<file path="src/rtl/pwm_timebase_pkg.sv">
package pwm_timebase_pkg;

  localparam int CTRL_W     = 16;
  localparam int CODE_W     = 3;
  localparam int MODE_LSB   = 0;
  localparam int IMM_BIT    = 3;
  localparam int FINE_LSB   = 7;
  localparam int COARSE_LSB = 10;
  localparam int RUN_LSB    = 14;

  typedef enum logic [1:0] {
    MODE_UP     = 2'b00,
    MODE_DOWN   = 2'b01,
    MODE_UPDOWN = 2'b10,
    MODE_HOLD   = 2'b11
  } count_mode_e;

  typedef enum logic [1:0] {
    RUN_HALT    = 2'b00,
    RUN_TO_ZERO = 2'b01,
    RUN_FREE_A  = 2'b10,
    RUN_FREE_B  = 2'b11
  } run_mode_e;

endpackage

</file>
<file path="src/rtl/ptb_regs.sv">
module ptb_regs
  import pwm_timebase_pkg::*;
#(
  parameter int CNT_W = 16
) (
  input  logic              clk,
  input  logic              rst,
  input  logic              wr_en,
  input  logic              wr_addr,
  input  logic [CNT_W-1:0]  wr_data,
  input  logic              reload_i,
  output logic [CTRL_W-1:0] ctrl_o,
  output logic              ctrl_wr_o,
  output logic [CNT_W-1:0]  prd_o
);

  logic [CTRL_W-1:0] ctrl_q;
  logic [CNT_W-1:0]  hold_q;
  logic [CNT_W-1:0]  work_q;
  logic              prd_wr;

  assign ctrl_wr_o = wr_en && !wr_addr;
  assign prd_wr    = wr_en && wr_addr;

  always_ff @(posedge clk) begin
    if (rst) begin
      ctrl_q <= '0;
      hold_q <= '0;
      work_q <= '0;
    end else begin
      if (ctrl_wr_o) ctrl_q <= wr_data[CTRL_W-1:0];
      if (prd_wr) hold_q <= wr_data;
      if (prd_wr && ctrl_q[IMM_BIT]) work_q <= wr_data;
      else if (reload_i && !ctrl_q[IMM_BIT]) work_q <= hold_q;
    end
  end

  assign ctrl_o = ctrl_q;
  assign prd_o  = work_q;

  // staged mode, working period moves only at a wrap to zero
  assert_shadow_holds_R8: assert property (@(posedge clk) disable iff (rst)
    (!ctrl_q[IMM_BIT] && !reload_i) |=> $stable(work_q));

  // direct mode, written value lands in the working period
  assert_direct_load_R9: assert property (@(posedge clk) disable iff (rst)
    (prd_wr && ctrl_q[IMM_BIT]) |=> (work_q == $past(wr_data)));

endmodule

</file>
<file path="src/rtl/ptb_prescaler.sv">
module ptb_prescaler
  import pwm_timebase_pkg::*;
(
  input  logic              clk,
  input  logic              rst,
  input  logic              clr,
  input  logic [CODE_W-1:0] coarse_code,
  input  logic [CODE_W-1:0] fine_code,
  output logic              tick_o
);

  localparam int COARSE_CW = (1 << CODE_W) - 1;
  localparam int FINE_CW   = CODE_W + 1;

  logic [COARSE_CW-1:0] coarse_q, coarse_last;
  logic [FINE_CW-1:0]   fine_q, fine_last;
  logic                 fine_end, coarse_end;

  // terminal value of the power-of-two stage: n low ones
  for (genvar i = 0; i < COARSE_CW; i++) begin : g_mask
    assign coarse_last[i] = (32'(coarse_code) > i);
  end

  assign fine_last  = (fine_code == '0) ? '0 : ({fine_code, 1'b0} - FINE_CW'(1));
  assign fine_end   = (fine_q == fine_last);
  assign coarse_end = (coarse_q == coarse_last);
  assign tick_o     = fine_end && coarse_end;

  always_ff @(posedge clk) begin
    if (rst || clr) begin
      fine_q   <= '0;
      coarse_q <= '0;
    end else if (fine_end) begin
      fine_q <= '0;
      if (coarse_end) coarse_q <= '0;
      else            coarse_q <= coarse_q + COARSE_CW'(1);
    end else begin
      fine_q <= fine_q + FINE_CW'(1);
    end
  end

  // after a tick both stages start over
  assert_tick_restarts_R2: assert property (@(posedge clk) disable iff (rst)
    tick_o |=> (fine_q == '0 && coarse_q == '0));

  // a control write clears the divide chain
  assert_clear_restarts_R13: assert property (@(posedge clk) disable iff (rst)
    clr |=> (fine_q == '0 && coarse_q == '0));

  // fast stage never passes its terminal value
  assert_fine_bounded_R2: assert property (@(posedge clk) disable iff (rst)
    fine_q <= fine_last);

endmodule

</file>
<file path="src/rtl/ptb_counter.sv">
module ptb_counter
  import pwm_timebase_pkg::*;
#(
  parameter int CNT_W = 16
) (
  input  logic             clk,
  input  logic             rst,
  input  logic             tick_i,
  input  count_mode_e      mode_i,
  input  run_mode_e        run_i,
  input  logic [CNT_W-1:0] prd_i,
  output logic [CNT_W-1:0] cnt_o,
  output logic             dir_up_o,
  output logic             zero_evt_o,
  output logic             prd_evt_o,
  output logic             reload_o
);

  logic [CNT_W-1:0] cnt_q, nxt_cnt;
  logic             dir_q, nxt_dir;
  logic             zero_q, prd_q;
  logic             step_ok;
  logic             run_allow;

  always_comb begin
    unique case (run_i)
      RUN_HALT:    run_allow = 1'b0;
      RUN_TO_ZERO: run_allow = (cnt_q != '0);
      default:     run_allow = 1'b1;
    endcase
  end

  assign step_ok = tick_i && (mode_i != MODE_HOLD) && run_allow;

  always_comb begin
    nxt_cnt = cnt_q;
    nxt_dir = dir_q;
    unique case (mode_i)
      MODE_UP: begin
        nxt_dir = 1'b1;
        if (step_ok) nxt_cnt = (cnt_q >= prd_i) ? '0 : cnt_q + CNT_W'(1);
      end
      MODE_DOWN: begin
        nxt_dir = 1'b0;
        if (step_ok) nxt_cnt = (cnt_q == '0) ? prd_i : cnt_q - CNT_W'(1);
      end
      MODE_UPDOWN: begin
        if (step_ok) begin
          if (dir_q) begin
            if (cnt_q >= prd_i) begin
              nxt_dir = 1'b0;
              nxt_cnt = (cnt_q == '0) ? '0 : cnt_q - CNT_W'(1);
            end else begin
              nxt_cnt = cnt_q + CNT_W'(1);
            end
          end else begin
            if (cnt_q == '0) begin
              nxt_dir = 1'b1;
              nxt_cnt = (prd_i == '0) ? '0 : CNT_W'(1);
            end else begin
              nxt_cnt = cnt_q - CNT_W'(1);
            end
          end
        end
      end
      default: begin
        nxt_cnt = cnt_q;
        nxt_dir = dir_q;
      end
    endcase
  end

  assign reload_o = step_ok && (nxt_cnt == '0);

  always_ff @(posedge clk) begin
    if (rst) begin
      cnt_q  <= '0;
      dir_q  <= 1'b1;
      zero_q <= 1'b0;
      prd_q  <= 1'b0;
    end else begin
      cnt_q  <= nxt_cnt;
      dir_q  <= nxt_dir;
      zero_q <= step_ok && (nxt_cnt == '0);
      prd_q  <= step_ok && (nxt_cnt == prd_i);
    end
  end

  assign cnt_o      = cnt_q;
  assign dir_up_o   = dir_q;
  assign zero_evt_o = zero_q;
  assign prd_evt_o  = prd_q;

  // no tick, no movement
  assert_hold_without_tick_R2: assert property (@(posedge clk) disable iff (rst)
    !tick_i |=> $stable(cnt_q));

  // hold mode freezes count and direction, no events
  assert_freeze_holds_R6: assert property (@(posedge clk) disable iff (rst)
    (mode_i == MODE_HOLD) |=> ($stable(cnt_q) && $stable(dir_q) && !zero_q && !prd_q));

  // zero strobe only alongside a zero count
  assert_zero_event_R7: assert property (@(posedge clk) disable iff (rst)
    zero_q |-> (cnt_q == '0));

  // halt code stops the counter
  assert_stop_now_R10: assert property (@(posedge clk) disable iff (rst)
    (run_i == RUN_HALT) |=> $stable(cnt_q));

  // run-to-zero stays parked once at zero
  assert_parked_at_zero_R11: assert property (@(posedge clk) disable iff (rst)
    (run_i == RUN_TO_ZERO && cnt_q == '0) |=> (cnt_q == '0));

  // up mode always reports rising direction
  assert_up_direction_R3: assert property (@(posedge clk) disable iff (rst)
    (mode_i == MODE_UP) |=> dir_q);

endmodule

</file>
<file path="src/rtl/pwm_timebase.sv">
module pwm_timebase
  import pwm_timebase_pkg::*;
#(
  parameter int CNT_W = 16
) (
  input  logic             clk,
  input  logic             rst,
  input  logic             wr_en,
  input  logic             wr_addr,
  input  logic [CNT_W-1:0] wr_data,
  output logic [CNT_W-1:0] count_o,
  output logic             dir_up_o,
  output logic             zero_evt_o,
  output logic             prd_evt_o
);

  logic [CTRL_W-1:0] ctrl;
  logic              ctrl_wr;
  logic [CNT_W-1:0]  prd_work;
  logic              tick;
  logic              reload;

  ptb_regs #(.CNT_W(CNT_W)) u_regs (
    .clk       (clk),
    .rst       (rst),
    .wr_en     (wr_en),
    .wr_addr   (wr_addr),
    .wr_data   (wr_data),
    .reload_i  (reload),
    .ctrl_o    (ctrl),
    .ctrl_wr_o (ctrl_wr),
    .prd_o     (prd_work)
  );

  ptb_prescaler u_psc (
    .clk         (clk),
    .rst         (rst),
    .clr         (ctrl_wr),
    .coarse_code (ctrl[COARSE_LSB +: CODE_W]),
    .fine_code   (ctrl[FINE_LSB +: CODE_W]),
    .tick_o      (tick)
  );

  ptb_counter #(.CNT_W(CNT_W)) u_cnt (
    .clk        (clk),
    .rst        (rst),
    .tick_i     (tick),
    .mode_i     (count_mode_e'(ctrl[MODE_LSB +: 2])),
    .run_i      (run_mode_e'(ctrl[RUN_LSB +: 2])),
    .prd_i      (prd_work),
    .cnt_o      (count_o),
    .dir_up_o   (dir_up_o),
    .zero_evt_o (zero_evt_o),
    .prd_evt_o  (prd_evt_o),
    .reload_o   (reload)
  );

endmodule

</file>
<file path="config.mk">
export PLATFORM = sky130hd
export DESIGN_NAME = pwm_timebase
export DESIGN_NICKNAME = d
export VERILOG_FILES = /design/src/rtl/pwm_timebase_pkg.sv /design/src/rtl/ptb_regs.sv /design/src/rtl/ptb_prescaler.sv /design/src/rtl/ptb_counter.sv /design/src/rtl/pwm_timebase.sv
export SDC_FILE = /design/constraint.sdc
export NUM_CORES = 1
export LEC_CHECK = 0
export ABC_AREA = 1
export BUFFER_PORTS_ARGS = -buffer_cell sky130_fd_sc_hd__clkbuf_2
export CORE_ASPECT_RATIO = 1.2
export CORE_MARGIN = 4
export CORE_UTILIZATION = 56
export CTS_CLUSTER_SIZE = 30
export DETAILED_ROUTE_END_ITERATION = 6
export PLACE_DENSITY = 0.77
export SLEW_MARGIN = 20
export SYNTH_ARGS = -nofsm -noshare
export SYNTH_HDL_FRONTEND = slang
export SYNTH_SLANG_ARGS = --single-unit
</file>
<file path="constraint.sdc">
create_clock -name clk -period 3 [get_ports clk]
set_input_delay 0 -clock clk [delete_from_list [all_inputs] [get_ports clk]]
set_output_delay 0 -clock clk [all_outputs]
set_load 0.01 [all_outputs]
</file>
==> qor.csv, run 1 <==
metric,value,unit
final design area excluding fillers,0.008142,sq mm
Critical Path Fanout Max,10,
sequential share of the synthesized area,24.88,%
status,"complete, but fails checks",
cells after synthesis,982,
most frequent cell after synthesis,nand2_1,
RSZ-0062 raised after global routing,true,
violations in the final reports,negative setup slack,
largest area contributor in the netlist,dfxtp_1,
largest net degree at the start of global routing,40,
top_reg_cell synth,dfxtp_1,
final slew viol count,0,
largest cells by area after synthesis,"dfxtp_1, nand2_1, nor2_1, nand3_1, inv_1",
Synth top cells by count,"nand2_1, nor2_1, inv_1",
Synthesized Nets,1022,
vias in the first global route,6662,
Starting DRT DRC Count,652,
Mapped Avg Cell Area,5.981,sq um
total number of vias,7423,
Worst setup EP type,flop,
"Req. time, crit path",3.23,ns
Final ANT Viol Nets,0,
sequential power share,26.2,%
Min-Delay Path Depth,3,
Synth top area share,24.88,%
gpl congestion,1.087,
Horiz. Die Dim,101.5,um
worst relative slew slack,57.88,%
DRC violations left,0,
core area,0.01011,sq mm
CTS tree,built,
clk slew on worst S/H paths,0.06,ns
Post-Route WL,23.16,mm
P per Cell Area,505.6,mW/mm^2
sw power,1.676,mW
H-tree levels,3,
endpoints failing setup,16,
Slew @ Worst Pin,0.6279,ns
DRT Pass-1 Iters,6,
register area,0.001499,sq mm
multi-input logic area,0.004217,sq mm
routed vias/inst,5.786,
worst skew pair latency,0.34,ns
FF-to-FF path depth,23,
"Area growth, synth to finish",38.62,%
Die Footprint,0.01220,sq mm
Setup WS pre-CTS,-0.1618,ns
nets,1192,
Hold Path Sink,u_regs.hold_q[12]$_SDFFE_PP0P_,
ant diodes,0,
TritonCTS buffer count,9,
non-filler instance count after layout,1283,
switching share of power,40.71,%
Die Y,120.2,um
wire length per cell,18.05,um
Clock Path Buffers,2,
worst reg2reg path startpoint,u_regs.ctrl_o[11]$_SDFFE_PP0P_,
Comb power frac,49.4,%
I/O Buffers,38,
ys async rst share,0,%
max cap viols,0,
GR Util All Layers,34.84,%
Fin. Hold Viols,0,
Filler Cell Count,700,
Final WS setup,-0.05812,ns
Setup CP Type,flop to flop,
Final Cycle Share,101.9,%
post-DP HPWL,15.64,mm
initial antenna violation count,0,
r2r endpoint,u_regs.prd_o[6]$_SDFFE_PP0P_,
arrival time of data at the critical path endpoint,3.28,ns
clock period minus worst slack,3.058,ns
# IOs,39,
Worst Hold Slack,0.003857,ns
CTS sink count,73,
worst hold-check path type,primary input to flop,
maximum vdd drop,0.4477,mV
dpl cells,1230,
warnings from Yosys,0,
"EDFF count, synth",0,
Pleak,3.886,nW
Clk pwr share,24.4,%
placed cell areas,0.006974,sq mm
num rows,40,
first-pass GRT wire length,33.42,mm
P_int,2.441,mW
layout cells sized above 1,29.13,%
hold_sp,wr_data[12],
distinct cell type count after synthesis,47,
Overflow after GRT,0,
Initial Util,58.09,%
Netlist Area Pre-Place,0.005873,sq mm
Worst Skew,0.007662,ns
register bit total from synthesis,73,
clock root buffer,clkbuf_16,
Highest Clock Rate,327.0,MHz
R2R Setup Slk,-0.06,ns
CP startpoint kind,flop,
[routing by layer]
layer | track usage (%) | vias up | wire length (um)
li1 | - | 3489 | -
met1 | 39.71 | 3330 | 8288
met2 | 59.41 | 454 | 11110
met3 | 7.559 | 150 | 2019
met4 | 19.29 | 0 | 1742
met5 | 0 | - | 0
[worst max-delay path, stage by stage (launching register included)]
cell and delay, ns:
dfxtp_4 0.41, nand3_1 0.14, nand2_1 0.12, nand2_1 0.09
nor2_2 0.14, nand2_2 0.07, nor2_4 0.16, nand3_4 0.15
buf_4 0.17, buf_12 0.12, clkbuf_16 0.15, nand2_1 0.08
nand3_1 0.08, nand2_1 0.07, clkinv_1 0.07, nand3_2 0.12
nor2_1 0.06, nand3_1 0.13, nor2_4 0.06, nand3_4 0.15
nand2_8 0.09, buf_6 0.16, nor2_1 0.11, nor2_1 0.06
[power groups by stage]
| stage | combinational, mW | sequential, mW | clock [mW] |
|---|---|---|---|
| after floorplan | 0.949 | 1.09 | 0 |
| after global placement | 1.66 | 1.09 | 0 |
| after detailed placement | 1.66 | 1.09 | 0 |
| after CTS | 1.72 | 1.07 | 0.995 |
| after global routing | 2.18 | 1.08 | 1.04 |
| final | 2.03 | 1.08 | 1.01 |
[registers in the layout (all words and copies together), names as in the netlist]
register	flops
u_psc.coarse_q	7
u_cnt.prd_evt_o	1
u_regs.ctrl_o	11
u_regs.prd_o	16
u_cnt.dir_up_o	1
u_regs.hold_q	16
u_cnt.zero_evt_o	1
u_cnt.cnt_o	16
u_psc.fine_q	4
[logic make-up (layout without fill, tap and decap cells)]
kind of cell	Yosys count	after routing	synth area share [%]
DFF	73	73	24.88
adders and majority gates	20	20	4.261
and+or+nand+nor	578	581	42.84
buffers and inverters	150	322	10.86
xor gates and xnor gates	25	25	3.728
AOI/OAI and AO/OA	127	127	11.89
muxes	9	9	1.534
[how the worst max path moves through the flow]
stage | startpoint | endpoint | slack, ns | cells after the start
3_3_place_gp | u_cnt.cnt_o[1]$_SDFF_PP0_ | u_regs.prd_o[0]$_SDFFE_PP0P_ | -0.1 | 22
3_5_place_dp | u_cnt.cnt_o[1]$_SDFF_PP0_ | u_regs.prd_o[8]$_SDFFE_PP0P_ | -0.16 | 22
5_1_grt | u_regs.ctrl_o[11]$_SDFFE_PP0P_ | u_regs.prd_o[3]$_SDFFE_PP0P_ | -0.20 | 21
6_report | u_regs.ctrl_o[11]$_SDFFE_PP0P_ | u_regs.prd_o[6]$_SDFFE_PP0P_ | -0.06 | 23
2_1_floorplan | u_cnt.cnt_o[7]$_SDFF_PP0_ | u_regs.prd_o[0]$_SDFFE_PP0P_ | 0.05 | 23
4_1_cts | u_cnt.cnt_o[1]$_SDFF_PP0_ | u_regs.prd_o[10]$_SDFFE_PP0P_ | 0.005 | 22
[metrics by stage]
stage	total power [mW]	util [%]	TNS (ns)
2_1_floorplan	2.037	-	0
3_3_place_gp	2.746	68.99	-1.260
3_5_place_dp	2.752	68.99	-2.009
4_1_cts	3.779	74.10	0
5_1_grt	4.305	80.53	-3.019
6_report	4.117	80.53	-0.6389
[cell type report]
type                            instances  share of cell area [%]
Multi-Input combinational cell        762                   51.79
Timing Repair Buffer                  192                   19.07
Sequential cell                        73                   18.41
Inverter                              114                   5.410
Clock buffer                           12                   3.028
Tap cell                              126                   1.936
Clock inverter                          4                  0.3535
[placed cells by master, fill, tap and decap left out, types with 22 or more instances in the layout]
master    instances
buf_4           116
inv_1            88
o21ai_0          49
nor2_1          147
nand2_2          22
dfxtp_1          51
clkbuf_2         38
a21oi_1          39
nand3_1          70
nand2_1         250
[what timing repair did]
item,4_1_cts,5_1_grt
hold endpoints to repair,20,0
hold buffers,15,0
cloned,0,6
pin swaps,6,37
setup buffers,4,12
setup endpoints to repair,16,18
resized for setup,15,128
Power figures use the tool's default switching activity.
==> inputs of run 2 (changes only) <==
--- a/config.mk
+++ b/config.mk
@@ -9,10 +9,10 @@
 export BUFFER_PORTS_ARGS = -buffer_cell sky130_fd_sc_hd__clkbuf_2
 export CORE_ASPECT_RATIO = 1.2
 export CORE_MARGIN = 4
-export CORE_UTILIZATION = 56
+export CORE_UTILIZATION = 50
 export CTS_CLUSTER_SIZE = 30
 export DETAILED_ROUTE_END_ITERATION = 6
-export PLACE_DENSITY = 0.77
+export PLACE_DENSITY = 0.69
 export SLEW_MARGIN = 20
 export SYNTH_ARGS = -nofsm -noshare
 export SYNTH_HDL_FRONTEND = slang
==> run 2 against run 1 <==
The flow still finishes with violations (negative setup slack). Sequential share of layout area up 0.39 points. Hold slack better by 0.0011 ns. Critical path depth down 3. Via count down 5.2%. Utilization down 12 points. First-iteration DRC count down 11%. Clock skew up 0.0055 ns. Worst setup slack better by 0.016 ns. Fmax up 0.54%. Non-clock buffer count down 8. Wire length down 6.5%. Critical endpoint is now u_regs.prd_o[13]$_SDFFE_PP0P_. Highest routed layer unchanged.
==> qor.csv, run 2 (same netlist as run 1, synthesis figures left out) <==
metric,value,unit
status,"complete, but fails checks",
violations in the final reports,negative setup slack,
Setup WS pre-CTS,-0.2626,ns
post-DP HPWL,16.19,mm
Starting DRT DRC Count,583,
layout cells sized above 1,25.74,%
DRC violations left,0,
nets,1185,
CP startpoint kind,flop,
overall power,4.097,mW
vias in the first global route,6675,
core area,0.01151,sq mm
non-filler instance count after layout,1307,
Slew @ Worst Pin,0.5608,ns
wire length per cell,16.58,um
Worst setup EP type,flop,
"most common cell after layout, fill and taps aside",nand2_1,
Die Y,126.7,um
CTS sink count,73,
Pleak,3.798,nW
I/O Buffers,38,
# IOs,39,
Final WS setup,-0.04175,ns
CP cell instances,inv_1 > ha_4 > nand4_1 > a21oi_2 > nor2_4 > buf_4 > nand2_4 > buf_6 > nor2_1 > o21ai_2 > nand2_1 > nor2_1 > nand2_1 > nor2_2 > nand3_2 > nor2_4 > nand3_4 > buf_6 > nand3_1 > a21oi_2,
arrival time of data at the critical path endpoint,3.25,ns
clock root buffer,clkbuf_16,
Post-Route WL,21.67,mm
Initial Util,51.01,%
endpoints failing setup,16,
GR Util All Layers,31.92,%
clock period minus worst slack,3.042,ns
"Area growth, synth to finish",34.81,%
Clock Path Buffers,2,
first-pass GRT wire length,34.00,mm
Highest Clock Rate,328.8,MHz
P per Cell Area,517.4,mW/mm^2
worst skew pair latency,0.34,ns
gpl congestion,1.024,
largest net degree at the start of global routing,35,
DRT Pass-1 Iters,5,
H-tree levels,3,
Final ANT Viol Nets,0,
worst hold-check path type,primary input to flop,
"commonest non-fill, non-tap cells in the layout","nand2_1, nor2_1, buf_4",
CTS tree,built,
CP max stage delay,0.36,ns
total number of vias,7037,
ant diodes,0,
Worst Skew,0.01316,ns
TritonCTS buffer count,9,
Overflow after GRT,0,
Die Footprint,0.01355,sq mm
max cap viols,0,
Setup CP Type,flop to flop,
worst relative slew slack,62.47,%
"slowest stage cell, crit path",dfxtp_2,
Final Cycle Share,101.4,%
Critical Path Fanout Max,7,
dpl cells,1254,
RSZ-0062 raised after global routing,true,
final slew viol count,0,
Fin. Hold Viols,0,
maximum vdd drop,0.3612,mV
"Req. time, crit path",3.20,ns
clk slew on worst S/H paths,0.06,ns
Horiz. Die Dim,106.9,um
routed vias/inst,5.384,
initial antenna violation count,0,
num rows,43,
-- run 2: changes by cell type in the layout (fill, tap and decap cells not counted), moves of 3 or more --
cell	change
nor2_1	+5
dfxtp_1	+4
nor2_2	-3
nand2_2	-13
buf_6	-6
ha_1	+3
ha_4	-4
nand3_2	-4
inv_2	-4
inv_1	+6
o21ai_2	+3
nand3_1	+5
nand2_1	+12
-- run 2: repair_timing --
item | 4_1_cts | 5_1_grt
gates cloned | 2 | 3
pin swaps | 9 | 42
hold buffers | 14 | 0
setup endpoints to repair | 16 | 17
gates resized for setup | 17 | 73
endpoints found under the hold margin | 18 | 0
setup buffers | 10 | 8
-- run 2: final timing paths --
| kind | depth (start not counted) | end | slack (ns) | startpoint |
|---|---|---|---|---|
| max reg2reg | 20 | u_regs.prd_o[13]$_SDFFE_PP0P_ | -0.04 | u_regs.prd_o[15]$_SDFFE_PP0P_ |
| min reg2reg | 2 | u_regs.hold_q[13]$_SDFFE_PP0P_ | 0.45 | u_regs.hold_q[13]$_SDFFE_PP0P_ |
| min | 3 | u_regs.ctrl_o[3]$_SDFFE_PP0P_ | 0.005 | wr_data[3] |
| max | 20 | u_regs.prd_o[13]$_SDFFE_PP0P_ | -0.04 | u_regs.prd_o[15]$_SDFFE_PP0P_ |
-- run 2: power breakdown --
part           switching, mW  internal, mW  total, mW  leakage [nW]
combinational           1.15         0.738       1.89          3.05
sequential            0.0483          1.02       1.07         0.604
clock                  0.475         0.659       1.13         0.145
total                   1.68          2.42       4.10          3.80
-- run 2: through the flow --
| step | hold WS, ns | instance area (sq um) | util, % | TNS, ns |
|---|---|---|---|---|
| 2_1_floorplan | 0.1349 | 5873 | - | 0 |
| 3_3_place_gp | 0.2685 | 6948 | 60.35 | -3.805 |
| 3_5_place_dp | 0.2806 | 6948 | 60.35 | -3.554 |
| 4_1_cts | 0.002104 | 7564 | 65.69 | 0 |
| 5_1_grt | 0.05174 | 7918 | 68.77 | -2.926 |
| 6_report | 0.004928 | 7918 | 68.77 | -0.3053 |
-- run 2: layout make-up --
cell class,count,area [sq um]
Clock buffer,9,225.2
Fill cell,1079,3596
Multi-Input combinational cell,763,4074
Sequential cell,73,1489
Clock inverter,7,82.58
Tap cell,157,196.4
Inverter,114,430.4
Timing Repair Buffer,184,1420
-- run 2: critical path, delay by kind of cell, from the launching register on --
| family | cells | cell delay (ns) |
|---|---|---|
| AO/OA/AOI/OAI | 3 | 0.39 |
| AND/OR/NAND/NOR | 12 | 1.27 |
| adder cells (fa/ha/maj) | 1 | 0.29 |
| buffers and inverters | 4 | 0.58 |
| flip-flops | 1 | 0.36 |
-- run 2: per-layer routing --
metal / track usage, % / vias up / share of wire (%)
li1: - / 3486 / -
met1: 37.83 / 3131 / 40
met2: 53.67 / 308 / 47
met3: 4.122 / 112 / 5.9
met4: 21.07 / 0 / 7.3
met5: 0 / - / 0
==> inputs of run 3 (changes only) <==
--- a/config.mk
+++ b/config.mk
@@ -9,10 +9,10 @@
 export BUFFER_PORTS_ARGS = -buffer_cell sky130_fd_sc_hd__clkbuf_2
 export CORE_ASPECT_RATIO = 1.2
 export CORE_MARGIN = 4
-export CORE_UTILIZATION = 50
+export CORE_UTILIZATION = 55
 export CTS_CLUSTER_SIZE = 30
 export DETAILED_ROUTE_END_ITERATION = 6
-export PLACE_DENSITY = 0.69
+export PLACE_DENSITY = 0.75
 export SLEW_MARGIN = 20
 export SYNTH_ARGS = -nofsm -noshare
 export SYNTH_HDL_FRONTEND = slang
==> run 3 against run 2 <==
The run still ends with negative setup slack left. Non-clock buffer count is 23 lower. Global-route usage is 2.7 points higher. Design area rose by 0.30%. Utilization rose by 7.1 points. Flip-flop and latch count unchanged. Clock skew is 0.0013 ns lower. Count of clock-buffer cells in the layout unchanged. Hold slack gained 0.00090 ns. Critical path depth grew 5. Cell count decreased by 3.9%. Critical path type unchanged. Critical endpoint is now u_regs.prd_o[10]$_SDFFE_PP0P_.
==> qor.csv, run 3 (same netlist as run 1, synthesis figures left out) <==
metric,value,unit
placed cell areas,0.006765,sq mm
post-layout util,75.88,%
vias in the first global route,6447,
hold_sp,wr_data[9],
Worst Skew,0.01187,ns
Starting DRT DRC Count,564,
endpoints failing setup,16,
routed vias/inst,5.764,
Post-Route WL,22.21,mm
Filler Cell Count,849,
clock root buffer,clkbuf_16,
Setup TNS,-1.135,ns
GR Util All Layers,34.62,%
non-filler instance count after layout,1256,
num rows,41,
worst relative slew slack,46.40,%
Clock Path Buffers,2,
post-DP HPWL,15.76,mm
CTS tree,built,
max cap viols,0,
RSZ-0062 raised after global routing,true,
# IOs,39,
CTS sink count,73,
"Area growth, synth to finish",35.22,%
Overflow after GRT,0,
Die Footprint,0.01240,sq mm
status,"complete, but fails checks",
"Req. time, crit path",3.27,ns
Die Y,121.2,um
"commonest non-fill, non-tap cells in the layout","nand2_1, nor2_1, buf_4",
nets,1162,
Horiz. Die Dim,102.3,um
violations in the final reports,negative setup slack,
maximum vdd drop,0.4729,mV
Worst setup EP type,flop,
Initial Util,56.12,%
ant diodes,0,
P per Cell Area,517.6,mW/mm^2
Worst Hold Slack,0.005832,ns
layout cells sized above 1,27.68,%
first-pass GRT wire length,33.15,mm
total number of vias,7240,
"most common cell after layout, fill and taps aside",nand2_1,
DRC violations left,0,
Setup CP Type,flop to flop,
initial antenna violation count,0,
Setup WS pre-CTS,-0.1111,ns
Slew @ Worst Pin,0.8031,ns
worst hold-check path type,primary input to flop,
worst reg2reg path startpoint,u_regs.prd_o[5]$_SDFFE_PP0P_,
Final Cycle Share,103.7,%
DRT Pass-1 Iters,5,
H-tree levels,3,
Final WS setup,-0.1123,ns
final slew viol count,0,
I/O Buffers,38,
clock period minus worst slack,3.112,ns
clk slew on worst S/H paths,0.06,ns
core area,0.01047,sq mm
worst skew pair latency,0.34,ns
dpl cells,1208,
CP startpoint kind,flop,
final design area excluding fillers,0.007941,sq mm
crit path from,u_regs.prd_o[5]$_SDFFE_PP0P_,
gpl congestion,1.082,
Pleak,3.713,nW
overall power,4.110,mW
wire length per cell,17.68,um
Highest Clock Rate,321.3,MHz
Fin. Hold Viols,0,
TritonCTS buffer count,9,
arrival time of data at the critical path endpoint,3.38,ns
Final ANT Viol Nets,0,
Critical Path Fanout Max,6,
largest net degree at the start of global routing,35,
run 3: cell count changes in the layout (fill, tap and decap cells not counted), moves of 4 or more:
| cell | previous run | this run |
|---|---|---|
| nor2_1 | 152 | 142 |
| ha_1 | 14 | 10 |
| dfxtp_2 | 16 | 20 |
| a21oi_1 | 38 | 34 |
| nor2_2 | 11 | 18 |
| nand2_1 | 262 | 254 |
| ha_4 | 5 | 9 |
| dfxtp_1 | 55 | 50 |
| nor2_4 | 12 | 16 |
| buf_4 | 118 | 95 |
| nand2_2 | 9 | 17 |
run 3: timing repair:
action	in CTS	in global routing
hold endpoints to repair	16	0
resized for setup	5	134
endpoints found under the setup margin	16	18
gates cloned	2	3
hold buffers	13	0
pin swaps	3	35
setup buffers	4	10
run 3: final timing paths:
check	end	slack, ns	depth (start not counted)
max	u_regs.prd_o[10]$_SDFFE_PP0P_	-0.11	25
min	u_regs.ctrl_o[9]$_SDFFE_PP0P_	0.006	3
max reg2reg	u_regs.prd_o[10]$_SDFFE_PP0P_	-0.11	25
min reg2reg	u_regs.hold_q[9]$_SDFFE_PP0P_	0.45	2
run 3: per-layer routing:
layer,global-route usage (%),vias to the layer above,wire (um)
li1,-,3430,-
met1,40.92,3275,8057
met2,55.81,391,10500
met3,7.533,144,1957
met4,22.23,0,1693
met5,0,-,0
run 3: cell type report:
cell class                      instances  area, sq um  area share [%]
Timing Repair Buffer                  161         1269           15.98
Inverter                              114        432.9           5.451
Clock buffer                            9        225.2           2.836
Clock inverter                          7        76.32          0.9611
Multi-Input combinational cell        763         4279           53.88
Tap cell                              129        161.4           2.032
Sequential cell                        73         1498           18.86
run 3: critical path, stage by stage, from the launching register on:
cell       delay (ns)
dfxtp_2          0.34
inv_2            0.07
ha_4             0.27
nand2_1          0.05
inv_1            0.05
nand2_2          0.06
nor2_1           0.13
nor2_1           0.07
nand2_2          0.12
nand2_4          0.09
nand3_4          0.08
buf_6            0.13
buf_4            0.15
nand2_1          0.06
o21ai_1          0.11
nand2_1          0.08
nand3_2          0.08
nand2_1          0.08
nor2_2           0.13
nand3_2          0.10
nor2_4           0.16
nand3_4          0.18
nand2_8          0.15
clkbuf_16        0.16
nor2_1           0.04
nor2_1           0.10
run 3: power breakdown:
part	leakage, nW	internal [mW]	switching [mW]
sequential	0.607	1.03	0.0551
combinational	2.96	0.750	1.18
clock	0.143	0.651	0.444
total	3.71	2.43	1.68
